`src/rtl/peer_track_pkg.sv`:
```
package peer_track_pkg;

  // One-hot decision handed from the decoder to the state holder.
  typedef struct packed {
    logic doMap;    // shared region announced
    logic doOwn;    // learn own identity
    logic doLeave;  // peer departed, clear its count
    logic doAdd;    // register one more vector
    logic doDrop;   // malformed or overflowing message
    logic notify;   // registration targets own identity
  } trackStrobes_t;

endpackage

```
`src/rtl/peer_track_ctrl.sv`:
```
module peer_track_ctrl
  import peer_track_pkg::*;
#(
  parameter int NUM_PEERS   = 16,
  parameter int MAX_VECTORS = 4,
  parameter int POS_W       = 8,
  parameter int ID_W        = 4,
  parameter int CNT_W       = 3
) (
  input  logic                    msgValid,
  input  logic signed [POS_W-1:0] msgPos,
  input  logic                    msgHasDesc,
  input  logic [CNT_W-1:0]        slotCount,
  input  logic signed [POS_W-1:0] ownId,
  output logic [ID_W-1:0]         slotIdx,
  output trackStrobes_t           strobes
);

  localparam logic [POS_W-1:0] CAPACITY = POS_W'(NUM_PEERS);
  localparam logic [CNT_W-1:0] VEC_LIMIT = CNT_W'(MAX_VECTORS);

  logic isNegative;
  logic isRegionPos;
  logic inTable;
  logic slotFull;
  logic slotEmpty;

  assign isNegative  = msgPos[POS_W-1];
  assign isRegionPos = (msgPos == {POS_W{1'b1}});
  assign inTable     = !isNegative && ($unsigned(msgPos) < CAPACITY);
  assign slotIdx     = msgPos[ID_W-1:0];
  assign slotFull    = (slotCount >= VEC_LIMIT);
  assign slotEmpty   = (slotCount == '0);

  always_comb begin
    strobes = '0;
    if (msgValid) begin
      if (msgHasDesc) begin
        if (isRegionPos) begin
          strobes.doMap = 1'b1;
        end else if (inTable && !slotFull) begin
          strobes.doAdd  = 1'b1;
          strobes.notify = (msgPos == ownId);
        end else begin
          strobes.doDrop = 1'b1;
        end
      end else begin
        if (inTable) begin
          if (slotEmpty) strobes.doOwn   = 1'b1;
          else           strobes.doLeave = 1'b1;
        end else begin
          strobes.doDrop = 1'b1;
        end
      end
    end
  end

endmodule

```
`src/rtl/peer_track_datapath.sv`:
```
module peer_track_datapath
  import peer_track_pkg::*;
#(
  parameter int NUM_PEERS = 16,
  parameter int POS_W     = 8,
  parameter int ID_W      = 4,
  parameter int CNT_W     = 3
) (
  input  logic                    clk,
  input  logic                    rstN,
  input  trackStrobes_t           strobes,
  input  logic [ID_W-1:0]         slotIdx,
  input  logic [POS_W-1:0]        lookupId,
  output logic [CNT_W-1:0]        slotCount,
  output logic [CNT_W-1:0]        lookupCount,
  output logic                    lookupInRange,
  output logic signed [POS_W-1:0] ownId,
  output logic [ID_W-1:0]         highestPeer,
  output logic                    mappedFlag,
  output logic                    errorFlag,
  output logic                    vecEvent,
  output logic [CNT_W-1:0]        vecEventIdx
);

  logic [NUM_PEERS-1:0][CNT_W-1:0] countVec;

  // Per-slot vector counters.
  for (genvar s = 0; s < NUM_PEERS; s++) begin : g_slot
    logic             slotHit;
    logic [CNT_W-1:0] cntQ;
    assign slotHit = (slotIdx == ID_W'(s));
    always_ff @(posedge clk) begin
      if (!rstN)                          cntQ <= '0;
      else if (slotHit && strobes.doAdd)   cntQ <= cntQ + 1'b1;
      else if (slotHit && strobes.doLeave) cntQ <= '0;
    end
    assign countVec[s] = cntQ;
  end

  assign slotCount = countVec[slotIdx];

  always_ff @(posedge clk) begin
    if (!rstN) begin
      highestPeer <= '0;
      ownId       <= '1;
      mappedFlag  <= 1'b0;
      errorFlag   <= 1'b0;
      vecEvent    <= 1'b0;
      vecEventIdx <= '0;
    end else begin
      if (strobes.doMap) begin
        highestPeer <= '0;
        mappedFlag  <= 1'b1;
      end else if (strobes.doAdd && (slotIdx > highestPeer)) begin
        highestPeer <= slotIdx;
      end
      if (strobes.doOwn) ownId <= POS_W'(slotIdx);
      if (strobes.doDrop) errorFlag <= 1'b1;
      vecEvent <= strobes.notify;
      if (strobes.notify) vecEventIdx <= slotCount;
    end
  end

  // Lookup port for the doorbell side.
  assign lookupInRange = ($unsigned(lookupId) <= POS_W'(highestPeer));
  assign lookupCount   = lookupInRange ? countVec[lookupId[ID_W-1:0]] : '0;

endmodule

```
`src/rtl/peer_track.sv`:
```
module peer_track
  import peer_track_pkg::*;
#(
  parameter int NUM_PEERS   = 16,
  parameter int MAX_VECTORS = 4,
  parameter int POS_W       = 8,
  localparam int ID_W       = (NUM_PEERS > 1) ? $clog2(NUM_PEERS) : 1,
  localparam int CNT_W      = $clog2(MAX_VECTORS + 1)
) (
  input  logic                    clk,
  input  logic                    rstN,
  input  logic                    msgValid,
  input  logic signed [POS_W-1:0] msgPos,
  input  logic                    msgHasDesc,
  input  logic [POS_W-1:0]        lookupId,
  output logic [CNT_W-1:0]        lookupCount,
  output logic                    lookupInRange,
  output logic signed [POS_W-1:0] ownId,
  output logic [ID_W-1:0]         highestPeer,
  output logic                    mappedFlag,
  output logic                    errorFlag,
  output logic                    vecEvent,
  output logic [CNT_W-1:0]        vecEventIdx
);

  trackStrobes_t    strobes;
  logic [ID_W-1:0]  slotIdx;
  logic [CNT_W-1:0] slotCount;

  peer_track_ctrl #(
    .NUM_PEERS(NUM_PEERS), .MAX_VECTORS(MAX_VECTORS),
    .POS_W(POS_W), .ID_W(ID_W), .CNT_W(CNT_W)
  ) i_ctrl (
    .msgValid(msgValid), .msgPos(msgPos), .msgHasDesc(msgHasDesc),
    .slotCount(slotCount), .ownId(ownId),
    .slotIdx(slotIdx), .strobes(strobes)
  );

  peer_track_datapath #(
    .NUM_PEERS(NUM_PEERS), .POS_W(POS_W), .ID_W(ID_W), .CNT_W(CNT_W)
  ) i_dp (
    .clk(clk), .rstN(rstN), .strobes(strobes), .slotIdx(slotIdx),
    .lookupId(lookupId), .slotCount(slotCount),
    .lookupCount(lookupCount), .lookupInRange(lookupInRange),
    .ownId(ownId), .highestPeer(highestPeer), .mappedFlag(mappedFlag),
    .errorFlag(errorFlag), .vecEvent(vecEvent), .vecEventIdx(vecEventIdx)
  );

endmodule

```
`config.mk`:
```
export PLATFORM = sky130hd
export DESIGN_NAME = peer_track
export DESIGN_NICKNAME = d
export VERILOG_FILES = /design/src/rtl/peer_track_pkg.sv /design/src/rtl/peer_track_ctrl.sv /design/src/rtl/peer_track_datapath.sv /design/src/rtl/peer_track.sv
export SDC_FILE = /design/constraint.sdc
export NUM_CORES = 1
export LEC_CHECK = 0
export BUFFER_PORTS_ARGS = -buffer_cell sky130_fd_sc_hd__buf_2
export CAP_MARGIN = 20
export CORE_MARGIN = 2
export CORE_UTILIZATION = 35
export CTS_BUF_LIST = sky130_fd_sc_hd__clkbuf_2
export CTS_CLUSTER_DIAMETER = 120
export DETAILED_ROUTE_END_ITERATION = 8
export MAX_ROUTING_LAYER = met4
export PLACE_DENSITY_LB_ADDON = 0.12
export SLEW_MARGIN = 40
export SYNTH_ARGS = -nofsm -noshare
export SYNTH_HDL_FRONTEND = slang
export SYNTH_SLANG_ARGS = --single-unit
```
`constraint.sdc`:
```
create_clock -name clk -period 2 [get_ports clk]
set_clock_uncertainty 0.1 [all_clocks]
set_input_delay 0.1 -clock clk [delete_from_list [all_inputs] [get_ports clk]]
set_output_delay 0.1 -clock clk [all_outputs]
set_load 0.02 [all_outputs]
```
==> results of run 1 <==
==> metrics by stage <==
| step | instance area [um2] | hold WS, ns | setup WS (ns) | setup TNS [ns] | std cells |
|---|---|---|---|---|---|
| after floorplan | 4530 | 0.139 | -0.100 | -2.25 | 486 |
| after global placement | 5840 | 0.304 | -0.417 | -18.84 | 795 |
| after detailed placement | 5840 | 0.312 | -0.447 | -20.11 | 795 |
| after CTS | 6650 | 0.0267 | -0.606 | -13.77 | 842 |
| after global routing | 7030 | 0.0178 | -0.663 | -25.66 | 852 |
| final | 7030 | 0.0793 | -0.606 | -21.91 | 852 |
==> kinds of logic (layout without fill, tap and decap cells) <==
family                     count (synthesis)  after routing  synth area share (%)
buffers and inverters                     60            253                  6.33
adders and majority gates                 24             24                  6.67
xor gates and xnor gates                  15             15                  2.92
AOI/OAI and AO/OA                        138            138                  23.8
DFF                                       63             63                  28.0
and+or+nand+nor                          146            147                  17.0
muxes                                     40             40                  15.3
==> cell type report <==
class | instances | area [um2] | area share, %
sequential | 63 | 1290 | 18.4
tap | 172 | 215 | 3.06
timing repair buffer | 215 | 1850 | 26.4
multi-input combinational | 364 | 3430 | 48.8
clock buffer | 9 | 45.0 | 0.641
inverter | 22 | 82.6 | 1.17
clock inverter | 7 | 111 | 1.58
==> cells in the final DEF, fill, tap and decap left out, types with 4 or more instances in the layout <==
master / n
sky130_fd_sc_hd__buf_4: 122
sky130_fd_sc_hd__dfxtp_1: 38
sky130_fd_sc_hd__buf_2: 37
sky130_fd_sc_hd__buf_6: 33
sky130_fd_sc_hd__nor2_1: 29
sky130_fd_sc_hd__nand2_1: 27
sky130_fd_sc_hd__dfxtp_2: 25
sky130_fd_sc_hd__mux4_2: 23
sky130_fd_sc_hd__ha_1: 22
sky130_fd_sc_hd__inv_1: 19
sky130_fd_sc_hd__mux2i_1: 16
sky130_fd_sc_hd__a41oi_2: 16
sky130_fd_sc_hd__a21oi_1: 16
sky130_fd_sc_hd__xor2_1: 15
sky130_fd_sc_hd__nand4_1: 14
sky130_fd_sc_hd__o21ai_0: 14
sky130_fd_sc_hd__a311oi_2: 14
sky130_fd_sc_hd__a21oi_2: 12
sky130_fd_sc_hd__nand3_1: 11
sky130_fd_sc_hd__nor2b_1: 11
sky130_fd_sc_hd__and3_1: 11
sky130_fd_sc_hd__a21o_1: 10
sky130_fd_sc_hd__buf_12: 10
sky130_fd_sc_hd__clkbuf_2: 9
sky130_fd_sc_hd__nor3_1: 8
sky130_fd_sc_hd__dlygate4sd3_1: 8
sky130_fd_sc_hd__a22oi_1: 6
sky130_fd_sc_hd__a31oi_1: 6
sky130_fd_sc_hd__o21a_1: 5
sky130_fd_sc_hd__a31oi_4: 5
sky130_fd_sc_hd__nand2_2: 4
sky130_fd_sc_hd__and3_4: 4
sky130_fd_sc_hd__nand2b_1: 4
sky130_fd_sc_hd__o211ai_1: 4
sky130_fd_sc_hd__a41o_1: 4
==> critical path: cells and delay by family (launching register included) <==
family | cells | cell delay [ns]
flip-flops | 1 | 0.38
multiplexers | 2 | 1.03
AND/OR/NAND/NOR | 1 | 0.17
buffers and inverters | 2 | 0.23
==> repair_timing <==
action | CTS | global route
hold buffers | 8 | 0
cloned | 4 | 1
setup endpoints to repair | 60 | 67
gates resized for setup | 81 | 73
buffers inserted | 20 | 11
pin swaps | 19 | 19
endpoints found under the hold margin | 35 | 0
==> flip-flops by register name (all words and copies together), names as in the netlist <==
| name | cells |
|---|---|
| i_dp.g_slot.cntQ | 48 |
| i_dp.mappedFlag | 1 |
| i_dp.errorFlag | 1 |
| i_dp.vecEvent | 1 |
| i_dp.vecEventIdx | 3 |
| i_dp.highestPeer | 4 |
| i_dp.ownId | 5 |
==> power by group <==
| part | switching (mW) | leakage [nW] | internal, mW |
|---|---|---|---|
| clock network | 0.545 | 0.0893 | 0.530 |
| logic | 0.317 | 2.37 | 0.230 |
| registers | 0.00267 | 0.521 | 1.26 |
==> per-layer routing <==
| layer | GRT usage [%] | up-vias |
|---|---|---|
| met2 | 40.0 | 190 |
| li1 | - | 2252 |
| met1 | 35.0 | 2349 |
| met5 | - | - |
| met4 | 6.33 | 0 |
| met3 | 5.40 | 29 |
==> how the worst max path moves through the flow <==
stage | start | end | slack (ns) | cells past startpoint
after global routing | i_dp.g_slot[15].cntQ[1] | lookupCount[1] | -0.66 | 5
after floorplan | i_dp.g_slot[7].cntQ[0] | i_dp.g_slot[2].cntQ[2] | -0.10 | 7
final | i_dp.g_slot[15].cntQ[1] | lookupCount[1] | -0.61 | 5
after CTS | i_dp.g_slot[15].cntQ[1] | lookupCount[1] | -0.61 | 5
after detailed placement | msgPos[7] | i_dp.g_slot[3].cntQ[2] | -0.45 | 8
after global placement | msgPos[7] | i_dp.g_slot[3].cntQ[2] | -0.42 | 8
==> run summary, run 1 <==
The minimum clock period came out at 2.61 ns. The slowest stage of the critical path belongs to the cell sky130_fd_sc_hd__mux4_2. Root buffer cell: sky130_fd_sc_hd__clkbuf_2. The worst hold path terminates at i_dp.ownId[1]. The most area-hungry cell type in the Yosys netlist was sky130_fd_sc_hd__dfxtp_1. In this run the critical register-to-register path is captured at i_dp.g_slot[1].cntQ[1]. The worst-case setup margin in the final layout is -0.606 ns, and the number of levels in the clock H-tree is 3. Measured in cells, the most critical reg-to-reg path has a length of 10. The fraction of synthesis flops using an asynchronous set or reset pin is 0%, and the share of the core filled with cells is 55.9%.

Before antenna repair, the detailed router went through 4 iterations. The last weighted congestion value of the routability-driven placer was 0.929; the setup slack of the worst register-to-register path was -0.59 ns. TritonCTS built the clock tree. Clock-pin slew was measured on the worst setup and hold paths at 0.22 ns.

After layout, the design draws a total of 2.88 mW. Walking the worst path, the cells encountered are buf_6 -> mux4_2 -> mux4_2 -> and3_4 -> buf_6. The total length of routed met3 wires was 1.28 mm. Initial antenna violation count: 0. For the total nets after synthesis, the log shows 530.

Compared with the post-synthesis result, the final layout area differs by 56.1%. The HPWL after detailed placement is 12.3 mm. The hold path startpoint was msgPos[1]. The run gives 0.58 ns as the clock insertion delay at the later pin of the skew report. The vertical extent of the die is 117 um. The worst setup path is captured at a primary output.

The routed wire length was 17.7 mm; the area fraction of the dominant cell type after synthesis was 28.0%. Fill cells in the final layout number 1140. The run finished, with violations left.

From left edge to right edge, the die measures 117 um. The tools report the max-cap violation count as 0. The setup path with the least slack is of type reg -> out.

Entering global routing, the biggest net connects 22 pins. The logs give 9 for the number of buffers added by the clock tree synthesis step and 0 for the final number of hold-violating endpoints. The number of global-route vias before repair was 4656; the worst-case clock buffer depth was 2. The run gives 13800 um2 as the die area.

The final reports fail on setup timing. After synthesis, the netlist uses 54 different library cells. In the finished design, the share of the clock period the worst path needs comes to 130%. The number of nets in the finished design is 719, and the total congestion overflow is 0. Counting flops with a built-in enable in the synthesized netlist gives 0. In this run the critical register-to-register path is launched from i_dp.g_slot[15].cntQ[1]. The number of instances in the synthesized netlist is 486. Yosys printed 0 warnings. The synthesized area is 4500 um2, and the fraction of the yosys area taken by sequential cells is 28.0%. The worst setup path is launched from a flop.

Once detail routing completed, the nets flagged for antenna violations numbered 0. Data arrival time at the worst-slack endpoint: 2.41 ns. In this run the tool buffered the top-level ports with 41 buffer cells. Synthesis inferred 63 register bits. Cells with a size suffix above 1 make up 52.5% of the layout. After detailed routing, the wire length on met1 is 7.68 mm. The worst-case IR drop observed on VDD is 0.367 mV.

For the initial detailed-routing violation count, the log shows 308. Flip-flop cell with the highest count after synthesis: sky130_fd_sc_hd__dfxtp_1. Yosys instantiated no cell more often than sky130_fd_sc_hd__dfxtp_1. The initial utilization of the core area, before any placement, comes to 35.8%.

Row generation in the floorplan step produced 41 rows. The hold path depth came out at 4. Setup repair after global routing could not meet its margin everywhere. The via count of the routed design is 4820, and the global-route wire length before repair is 26.8 mm. The average routed wire per standard cell is 20.7 um.

The number of vias per cell after detailed routing came out at 5.66. The run gives 42 as the top-level I/O count. Topmost layer with routed signal wires: met4.

Counting every sink on the clock net gives 63. For this design the static power due to leakage is 2.98 nW. Measured against its own limit, the worst slew margin works out to 56.2%.

In this run the power density over the cells is 410 nW/um2. In this design, the stage delay of the slowest critical-path cell is 0.52 ns. The synthesized area per cell came out at 9.27 um2. The area of the core was 12600 um2; the overall track demand over capacity in global routing was 26.0%. The commonest cells after synthesis are sky130_fd_sc_hd__dfxtp_1 (63), sky130_fd_sc_hd__nand2_1 (32), sky130_fd_sc_hd__nor2_1 (30).

STA puts the critical path data required time at 1.80 ns. Based on the critical path, the design can be clocked at up to 0.384 GHz. Setup violations remaining at the end of the flow were counted as 61. The worst hold path belongs to the class in -> reg. For the pin with the worst max-slew slack, the measured transition is 0.651 ns. Amount of wire on met2 after detailed routing: 8.35 mm. After synthesis, the cell types taking the most area are sky130_fd_sc_hd__dfxtp_1 (28%), sky130_fd_sc_hd__mux4_2 (12%), sky130_fd_sc_hd__ha_1 (6.7%). The number of antenna repair diodes came out at 0.

The maximum net fanout on the critical path is 2, and the max-slew violation total from the final report is 0. For this run, design rule violations remaining after detail routing come to 0.
No activity file was read; power rests on OpenSTA's default activity.
==> inputs of run 2 (changes only) <==
--- a/config.mk
+++ b/config.mk
@@ -8,7 +8,7 @@
 export BUFFER_PORTS_ARGS = -buffer_cell sky130_fd_sc_hd__buf_2
 export CAP_MARGIN = 20
 export CORE_MARGIN = 2
-export CORE_UTILIZATION = 35
+export CORE_UTILIZATION = 56
 export CTS_BUF_LIST = sky130_fd_sc_hd__clkbuf_2
 export CTS_CLUSTER_DIAMETER = 120
 export DETAILED_ROUTE_END_ITERATION = 8
==> run summary, run 2 (synthesized netlist as in run 1, its figures left out) <==
The tools report the register area as 1290 um2 (unchanged). The worst-case setup margin in the final layout is -0.562 ns (was -0.606 ns), and the number of global-route vias before repair is 4950 (was 4656). The most common cell after layout, fill and taps aside was sky130_fd_sc_hd__buf_4 (unchanged).

The overall track demand over capacity in global routing came out at 40.5% (was 26.0%). For the top-level I/O count, the log shows 42 (unchanged). Largest registers: i_dp.g_slot.cntQ: 48 flops, i_dp.ownId: 5 flops, i_dp.highestPeer: 4 flops (unchanged).

The flow ran to the end, but the final reports show violations. For the last weighted congestion value of the routability-driven placer, the log shows 1.01 (was 0.929). The tools report the effective utilization at floorplan as 58.0% (was 35.8%). The total congestion overflow was 0 (unchanged). The logs give -0.394 ns (was -0.447 ns) for the pre-CTS setup slack and 1.80 ns (about the same) for the endpoint required time on the critical path. The power per standard cell area is 383 nW/um2 (was 410 nW/um2).

The run gives 18.5 mm (was 17.7 mm) as the routed wire length. The sort of element at the start of the critical path is a flop (unchanged). In this design, the critical path's most frequently occurring cell is sky130_fd_sc_hd__mux4_2. Number of standard-cell rows in the floorplan: 32 (was 41). Ordered list of cells on the worst path: buf_4 -> mux4_2 -> mux4_2 -> and3_4 -> buf_6 (was buf_6 -> mux4_2 -> mux4_2 -> and3_4 -> buf_6).

The initial antenna violation count is 0 (unchanged). For the peak supply drop, the log shows 0.309 mV (was 0.367 mV). The signed area change from the synthesized netlist to the final layout is 49.3% (was 56.1%), and the post-route fraction of the period consumed by the critical path is 128% (was 130%).

Worst-path cell with the longest stage delay: sky130_fd_sc_hd__mux4_2 (unchanged). The number of cells after detailed placement is 721 (was 795), and the minimum clock period is 2.56 ns (was 2.61 ns). The via count of the routed design was 5309 (was 4820); the die area was 8780 um2 (was 13800 um2). Violations in the final reports: setup timing (unchanged). For the total setup violations reported at the end of the flow, the log shows 63 (was 61). Cell area after placement: 5730 um2 (was 5840 um2).

Fraction of final layout cells with drive strength greater than 1: 50.7% (was 52.5%). Fmax: 0.390 GHz (was 0.384 GHz). The area of the core was 7770 um2 (was 12600 um2).

The tools report the nature of the critical path endpoint as a primary output (unchanged). The chip width works out to 93.7 um (was 117 um). The delay of the slowest cell on the worst path came out at 0.52 ns (about the same).

Worst hold slack after final layout: 0.00167 ns (was 0.0793 ns). The clock-pin slew on the worst setup and hold paths works out to 0.21 ns (was 0.22 ns). The tools report the setup TNS after final layout as -15.45 ns (was -21.91 ns).

Most used cells in the layout excluding fill and tap cells: sky130_fd_sc_hd__buf_4 (120), sky130_fd_sc_hd__dfxtp_1 (40), sky130_fd_sc_hd__buf_2 (37) (was sky130_fd_sc_hd__buf_4 (122), sky130_fd_sc_hd__dfxtp_1 (38), sky130_fd_sc_hd__buf_2 (37)). The initial detailed-routing violation count is 547 (was 308), and the actual slew at the worst max-slew pin is 0.728 ns (was 0.651 ns). The run gives 51.0% (was 56.2%) as the worst relative slew slack.

TritonCTS built the clock tree. The combined area of the multi-input logic cells was 3350 um2 (was 3430 um2). The static leakage was 2.91 nW (was 2.98 nW); the number of antenna repair diodes was 0 (unchanged).

The worst-case clock buffer depth is 2 (unchanged). Type of the tightest min-delay check: in -> reg (unchanged). The run gives 0 (unchanged) as the max-cap violation count. Share of the core filled with cells: 86.6% (was 55.9%).

The data arrival time at the worst-slack endpoint is 2.36 ns (was 2.41 ns), and the flip-flop count of the largest register, all copies and words added is 48 (unchanged). The number of nets in the finished design was 713 (was 719); the vertical extent of the die was 93.7 um (was 117 um). The register bank with the most flops was i_dp.g_slot.cntQ (unchanged).

The post-route DRC violation count is 0 (unchanged). The clock insertion delay at the later pin of the skew report came out at 0.55 ns (was 0.58 ns). The number of sinks on the clock net was 63 (unchanged).

Pin count of the biggest net entering global routing: 36 (was 22). For the number of buffers added by the clock tree synthesis step, the log shows 9 (unchanged). The critical path start-end classification is reg -> out (unchanged). Global-route wire length before repair: 26.2 mm (was 26.8 mm). The maximum net fanout on the critical path was 2 (unchanged); the overall power after layout was 2.58 mW (was 2.88 mW). The run gives 6 (was 4) as the number of detailed-routing iterations run before antenna repair.

The final number of hold-violating endpoints is 0 (unchanged). Setup repair after global routing could not meet its margin everywhere. The number of port buffers is 41 (unchanged), and the filler cell count in the final layout is 401 (was 1140). Final instance area: 6720 um2 (was 7030 um2). The number of vias per cell after detailed routing is 6.85 (was 5.66), and the average routed wire per standard cell is 23.9 um (was 20.7 um). The run gives 775 (was 852) as the post-layout instance count excluding filler cells. The remaining antenna violation count after routing was 0 (unchanged); the max-slew violation total from the final report was 0 (unchanged). The tools report the root buffer cell as sky130_fd_sc_hd__clkbuf_2 (unchanged).

HPWL after detailed placement: 12.1 mm (was 12.3 mm). Number of levels in the clock H-tree: 3 (unchanged).
## run 2: cell count changes in the layout (fill, tap and decap cells not counted), sizes merged
cell	before	now
clkbuf	9	10
nand2	34	33
clkinvlp	1	2
buf	207	202
dlygate4sd3	8	7
bufinv	3	1
## run 2: critical path, delay by kind of cell, from the launching register on
kind | cells | cell delay, ns
buffers and inverters | 2 | 0.26
multiplexers | 2 | 1.03
AND/OR/NAND/NOR | 1 | 0.17
flip-flops | 1 | 0.36
## run 2: report_power, final
group	internal [mW]	total [mW]	switching, mW	leakage, nW
combinational	0.207	0.506	0.299	2.33
clock	0.276	0.810	0.534	0.0614
sequential	1.26	1.26	0.00255	0.520
total	1.74	2.58	0.835	2.91
## run 2: final cells by class
type,count,area share [%]
clock buffers,9,0.670
well taps,102,1.90
clock inverters,6,0.930
flip-flops and latches,63,19.2
multi-input cells,363,49.8
repair buffers,210,26.3
inverters,22,1.23
## run 2: per-layer routing
| metal | share of wire [%] | global-route usage, % | vias up |
|---|---|---|---|
| met5 | 0 | - | - |
| met4 | 8.2 | 21.6 | 0 |
| met3 | 12 | 8.43 | 159 |
| met2 | 44 | 62.8 | 474 |
| met1 | 35 | 49.8 | 2445 |
| li1 | - | - | 2231 |
## run 2: final timing paths
check                          start                     end  slack (ns)  cells after the start
min                        msgPos[7]          i_dp.errorFlag       0.002                      4
min reg2reg      i_dp.vecEventIdx[2]     i_dp.vecEventIdx[2]        0.35                      2
max reg2reg   i_dp.g_slot[8].cntQ[0]  i_dp.g_slot[3].cntQ[2]       -0.40                      8
max          i_dp.g_slot[11].cntQ[2]          lookupCount[2]       -0.56                      5
## run 2: what timing repair did
action,CTS,global route
cloned,0,2
buffers inserted,16,16
hold endpoints to repair,12,0
pin swaps,15,23
endpoints found under the setup margin,49,60
hold buffers,7,0
gates resized for setup,68,69
==> inputs of run 3 (changes only) <==
--- a/config.mk
+++ b/config.mk
@@ -5,6 +5,7 @@
 export SDC_FILE = /design/constraint.sdc
 export NUM_CORES = 1
 export LEC_CHECK = 0
+export ABC_AREA = 1
 export BUFFER_PORTS_ARGS = -buffer_cell sky130_fd_sc_hd__buf_2
 export CAP_MARGIN = 20
 export CORE_MARGIN = 2
==> run summary, run 3 <==
TritonCTS built the clock tree. For the max-cap violation count, the log shows 0 (unchanged). The number of detailed-routing iterations run before antenna repair came out at 7 (was 6).

Setup repair after global routing could not meet its margin everywhere. The endpoint required time on the critical path was 1.80 ns (about the same); the final number of hold-violating endpoints was 1 (was 0). The run gives 0.0243 ns (was -0.394 ns) as the pre-CTS setup slack. The static leakage is 2.59 nW (was 2.91 nW), and the area fraction of the dominant cell type after synthesis is 28.1% (was 28.0%). The worst path buffer plus inverter count came out at 2 (unchanged). Ordered list of cells on the worst path: inv_2 -> ha_4 -> a21oi_2 -> o21ai_2 -> a21oi_4 -> nand2_1 -> nor2_2 -> buf_6 (was buf_4 -> mux4_2 -> mux4_2 -> and3_4 -> buf_6). The number of standard-cell rows in the floorplan was 32 (unchanged). The number of vias per cell after detailed routing was 6.22 (was 6.85). The minimum clock period is 2.25 ns (was 2.56 ns). The number of antenna repair diodes was 0 (unchanged). The run gives 0 (unchanged) as the max-slew violation total from the final report. For the effective utilization at floorplan, the log shows 58.0% (about the same). Clock-pin slew on the worst setup and hold paths: 0.21 ns (about the same). The flow ran to the end, but the final reports show violations. The flip-flop count of the largest register, all copies and words added was 48 (unchanged). The die area is 8730 um2 (was 8780 um2). The actual slew at the worst max-slew pin was 0.425 ns (was 0.728 ns).

Synthesized area: 4480 um2 (was 4500 um2). The tools report the pin count of the biggest net entering global routing as 46 (was 36). The via count of the routed design was 5412 (was 5309); the delay of the slowest cell on the worst path was 0.38 ns (was 0.52 ns).

Type of the tightest min-delay check: in -> reg (unchanged). The most area-hungry cell type in the Yosys netlist is sky130_fd_sc_hd__dfxtp_1 (unchanged). The chip width is 93.5 um (was 93.7 um), and the count of synthesis-stage warnings from yosys is 0 (unchanged). The run gives 724 (was 547) as the initial detailed-routing violation count. The number of sinks on the clock net was 63 (unchanged). The overall track demand over capacity in global routing was 36.5% (was 40.5%). The tools report the worst relative slew slack as 71.5% (was 51.0%). The fmax came out at 0.444 GHz (was 0.390 GHz).

The run gives 10.4 mm (was 12.1 mm) as the HPWL after detailed placement. The nature of the critical path endpoint was a primary output (unchanged). Sort of element at the start of the critical path: a flop (unchanged). The logs give 24.2 mm (was 26.2 mm) for the global-route wire length before repair and 28.1% (was 28.0%) for the fraction of the yosys area taken by sequential cells. Worst-path cell with the longest stage delay: sky130_fd_sc_hd__dfxtp_2 (was sky130_fd_sc_hd__mux4_2).

Number of global-route vias before repair: 4950 (unchanged). For the number of nets in the finished design, the log shows 807 (was 713). Fraction of synthesis flops using an asynchronous set or reset pin: 0% (unchanged). The run gives 2 (unchanged) as the worst-case clock buffer depth. The synthesized area per cell works out to 6.62 um2 (was 9.27 um2). The number of buffers added by the clock tree synthesis step was 9 (unchanged). The run gives 42 (unchanged) as the top-level I/O count.

Power per standard cell area: 458 nW/um2 (was 383 nW/um2). The signed area change from the synthesized netlist to the final layout is 24.2% (was 49.3%). Most used cells in the layout excluding fill and tap cells: sky130_fd_sc_hd__nand2_1 (183), sky130_fd_sc_hd__a21oi_1 (70), sky130_fd_sc_hd__nand3_1 (55) (was sky130_fd_sc_hd__buf_4 (120), sky130_fd_sc_hd__dfxtp_1 (40), sky130_fd_sc_hd__buf_2 (37)).

The maximum net fanout on the critical path is 4 (was 2). Top cells by area in the synthesized netlist: sky130_fd_sc_hd__dfxtp_1 (28%), sky130_fd_sc_hd__nand2_1 (15%), sky130_fd_sc_hd__a21oi_1 (8.3%) (was sky130_fd_sc_hd__dfxtp_1 (28%), sky130_fd_sc_hd__mux4_2 (12%), sky130_fd_sc_hd__ha_1 (6.7%)). Number of synthesized flops with an enable pin: 0 (unchanged). Average routed wire per standard cell: 17.9 um (was 23.9 um). The logs give 0 (unchanged) for the post-route DRC violation count and -0.254 ns (was -0.562 ns) for the worst-case setup margin in the final layout. Largest registers: i_dp.g_slot.cntQ: 48 flops, i_dp.ownId: 5 flops, i_dp.highestPeer: 4 flops (unchanged).

The register bank with the most flops is i_dp.g_slot.cntQ (unchanged). The gate family responsible for the most delay along the worst path was compound AO/OA/AOI/OAI gates (was multiplexers). The tools report the root buffer cell as sky130_fd_sc_hd__clkbuf_2 (unchanged). For the number of levels in the clock H-tree, the log shows 3 (unchanged). Peak supply drop: 0.381 mV (was 0.309 mV). The area of the core is 7730 um2 (was 7770 um2), and the vertical extent of the die is 93.5 um (was 93.7 um). The fraction of final layout cells with drive strength greater than 1 came out at 21.7% (was 50.7%).

The number of port buffers works out to 41 (unchanged). The last weighted congestion value of the routability-driven placer is 1.03 (was 1.01), and the total congestion overflow is 0 (unchanged). The remaining antenna violation count after routing is 0 (unchanged), and the total setup violations reported at the end of the flow is 4 (was 63). The number of instances in the synthesized netlist is 677 (was 486), and the routed wire length is 15.6 mm (was 18.5 mm).

The data arrival time at the worst-slack endpoint was 2.05 ns (was 2.36 ns). The tools report the number of library cell types mapped by synthesis as 37 (was 54). The flip-flop cell with the highest count after synthesis is sky130_fd_sc_hd__dfxtp_1 (unchanged). Most instantiated cells after synthesis: sky130_fd_sc_hd__nand2_1 (184), sky130_fd_sc_hd__a21oi_1 (74), sky130_fd_sc_hd__dfxtp_1 (63) (was sky130_fd_sc_hd__dfxtp_1 (63), sky130_fd_sc_hd__nand2_1 (32), sky130_fd_sc_hd__nor2_1 (30)). The post-synthesis register bit count came out at 63 (unchanged). The critical path start-end classification was reg -> out (unchanged).

The total nets after synthesis was 721 (was 530); the post-route fraction of the period consumed by the critical path was 113% (was 128%). The clock insertion delay at the later pin of the skew report is 0.55 ns (about the same). The most common cell after layout, fill and taps aside is sky130_fd_sc_hd__nand2_1 (was sky130_fd_sc_hd__buf_4).

The initial antenna violation count is 0 (unchanged). Violations in the final reports: hold timing, setup timing (was setup timing). The cell with the most instances after synthesis is sky130_fd_sc_hd__nand2_1 (was sky130_fd_sc_hd__dfxtp_1). The run gives -0.0196 ns (was 0.00167 ns) as the worst hold slack after final layout.
run 3: logic make-up (layout without fill, tap and decap cells):
kind of cell | Yosys count | in the layout | share of synthesized area [%]
AOI/OAI and AO/OA | 118 | 118 | 14.2
buffers and inverters | 96 | 186 | 9.63
xor gates and xnor gates | 20 | 20 | 3.91
adders and majority gates | 24 | 24 | 6.70
DFF | 63 | 63 | 28.1
and+or+nand+nor | 356 | 357 | 37.4
run 3: timing repair:
| action | in CTS | in global routing |
|---|---|---|
| endpoints found under the hold margin | 21 | 2 |
| buffers inserted | 4 | 4 |
| resized for setup | 21 | 27 |
| pin swaps | 5 | 9 |
| hold buffers | 11 | 2 |
| gates cloned | 0 | 1 |
| setup endpoints to repair | 4 | 33 |
run 3: power breakdown:
group / total (mW) / internal, mW / switching [mW]
Sequential: 1.26 / 1.26 / 0.00310
Clock: 0.896 / 0.415 / 0.481
Combinational: 0.387 / 0.133 / 0.253
run 3: worst min-delay path, stage by stage:
cell	delay, ns
sky130_fd_sc_hd__buf_2	0.15
sky130_fd_sc_hd__inv_1	0.09
sky130_fd_sc_hd__buf_4	0.17
sky130_fd_sc_hd__o211ai_1	0.10
run 3: final timing paths:
kind	slack (ns)	startpoint	cells after the start	end
setup reg to reg	0.02	i_dp.highestPeer[3]	10	i_dp.highestPeer[2]
hold reg to reg	0.37	i_dp.vecEventIdx[2]	2	i_dp.vecEventIdx[2]
hold / removal	-0.02	msgPos[1]	4	i_dp.ownId[1]
setup / recovery	-0.25	i_dp.highestPeer[1]	8	lookupCount[2]
run 3: metrics by stage:
step / area (um2) / util, % / TNS [ns] / cells / total power, mW
final: 5560 / 72.0 / -0.881 / 870 / 2.55
after global routing: 5560 / 72.0 / -1.27 / 870 / 2.63
after CTS: 5450 / 70.5 / -0.733 / 865 / 2.53
after detailed placement: 5100 / 66.0 / 0 / 834 / 1.61
after global placement: 5100 / 66.0 / 0 / 834 / 1.61
after floorplan: 4490 / - / 0 / 677 / 1.47
run 3: area by class of cell:
class	instances	area (um2)
Sequential cell	63	1270
Tap cell	102	128
Clock buffer	11	55.1
Multi-Input combinational cell	519	2910
Clock inverter	5	72.6
Timing Repair Buffer	109	892
Fill cell	659	2160
Inverter	61	231
run 3: per-layer routing:
metal	routed length [um]	vias up	global-route usage (%)
met5	0	-	-
met4	675	0	15.9
met3	1830	80	6.77
met2	6910	380	57.4
met1	6170	2476	45.8
li1	-	2476	-
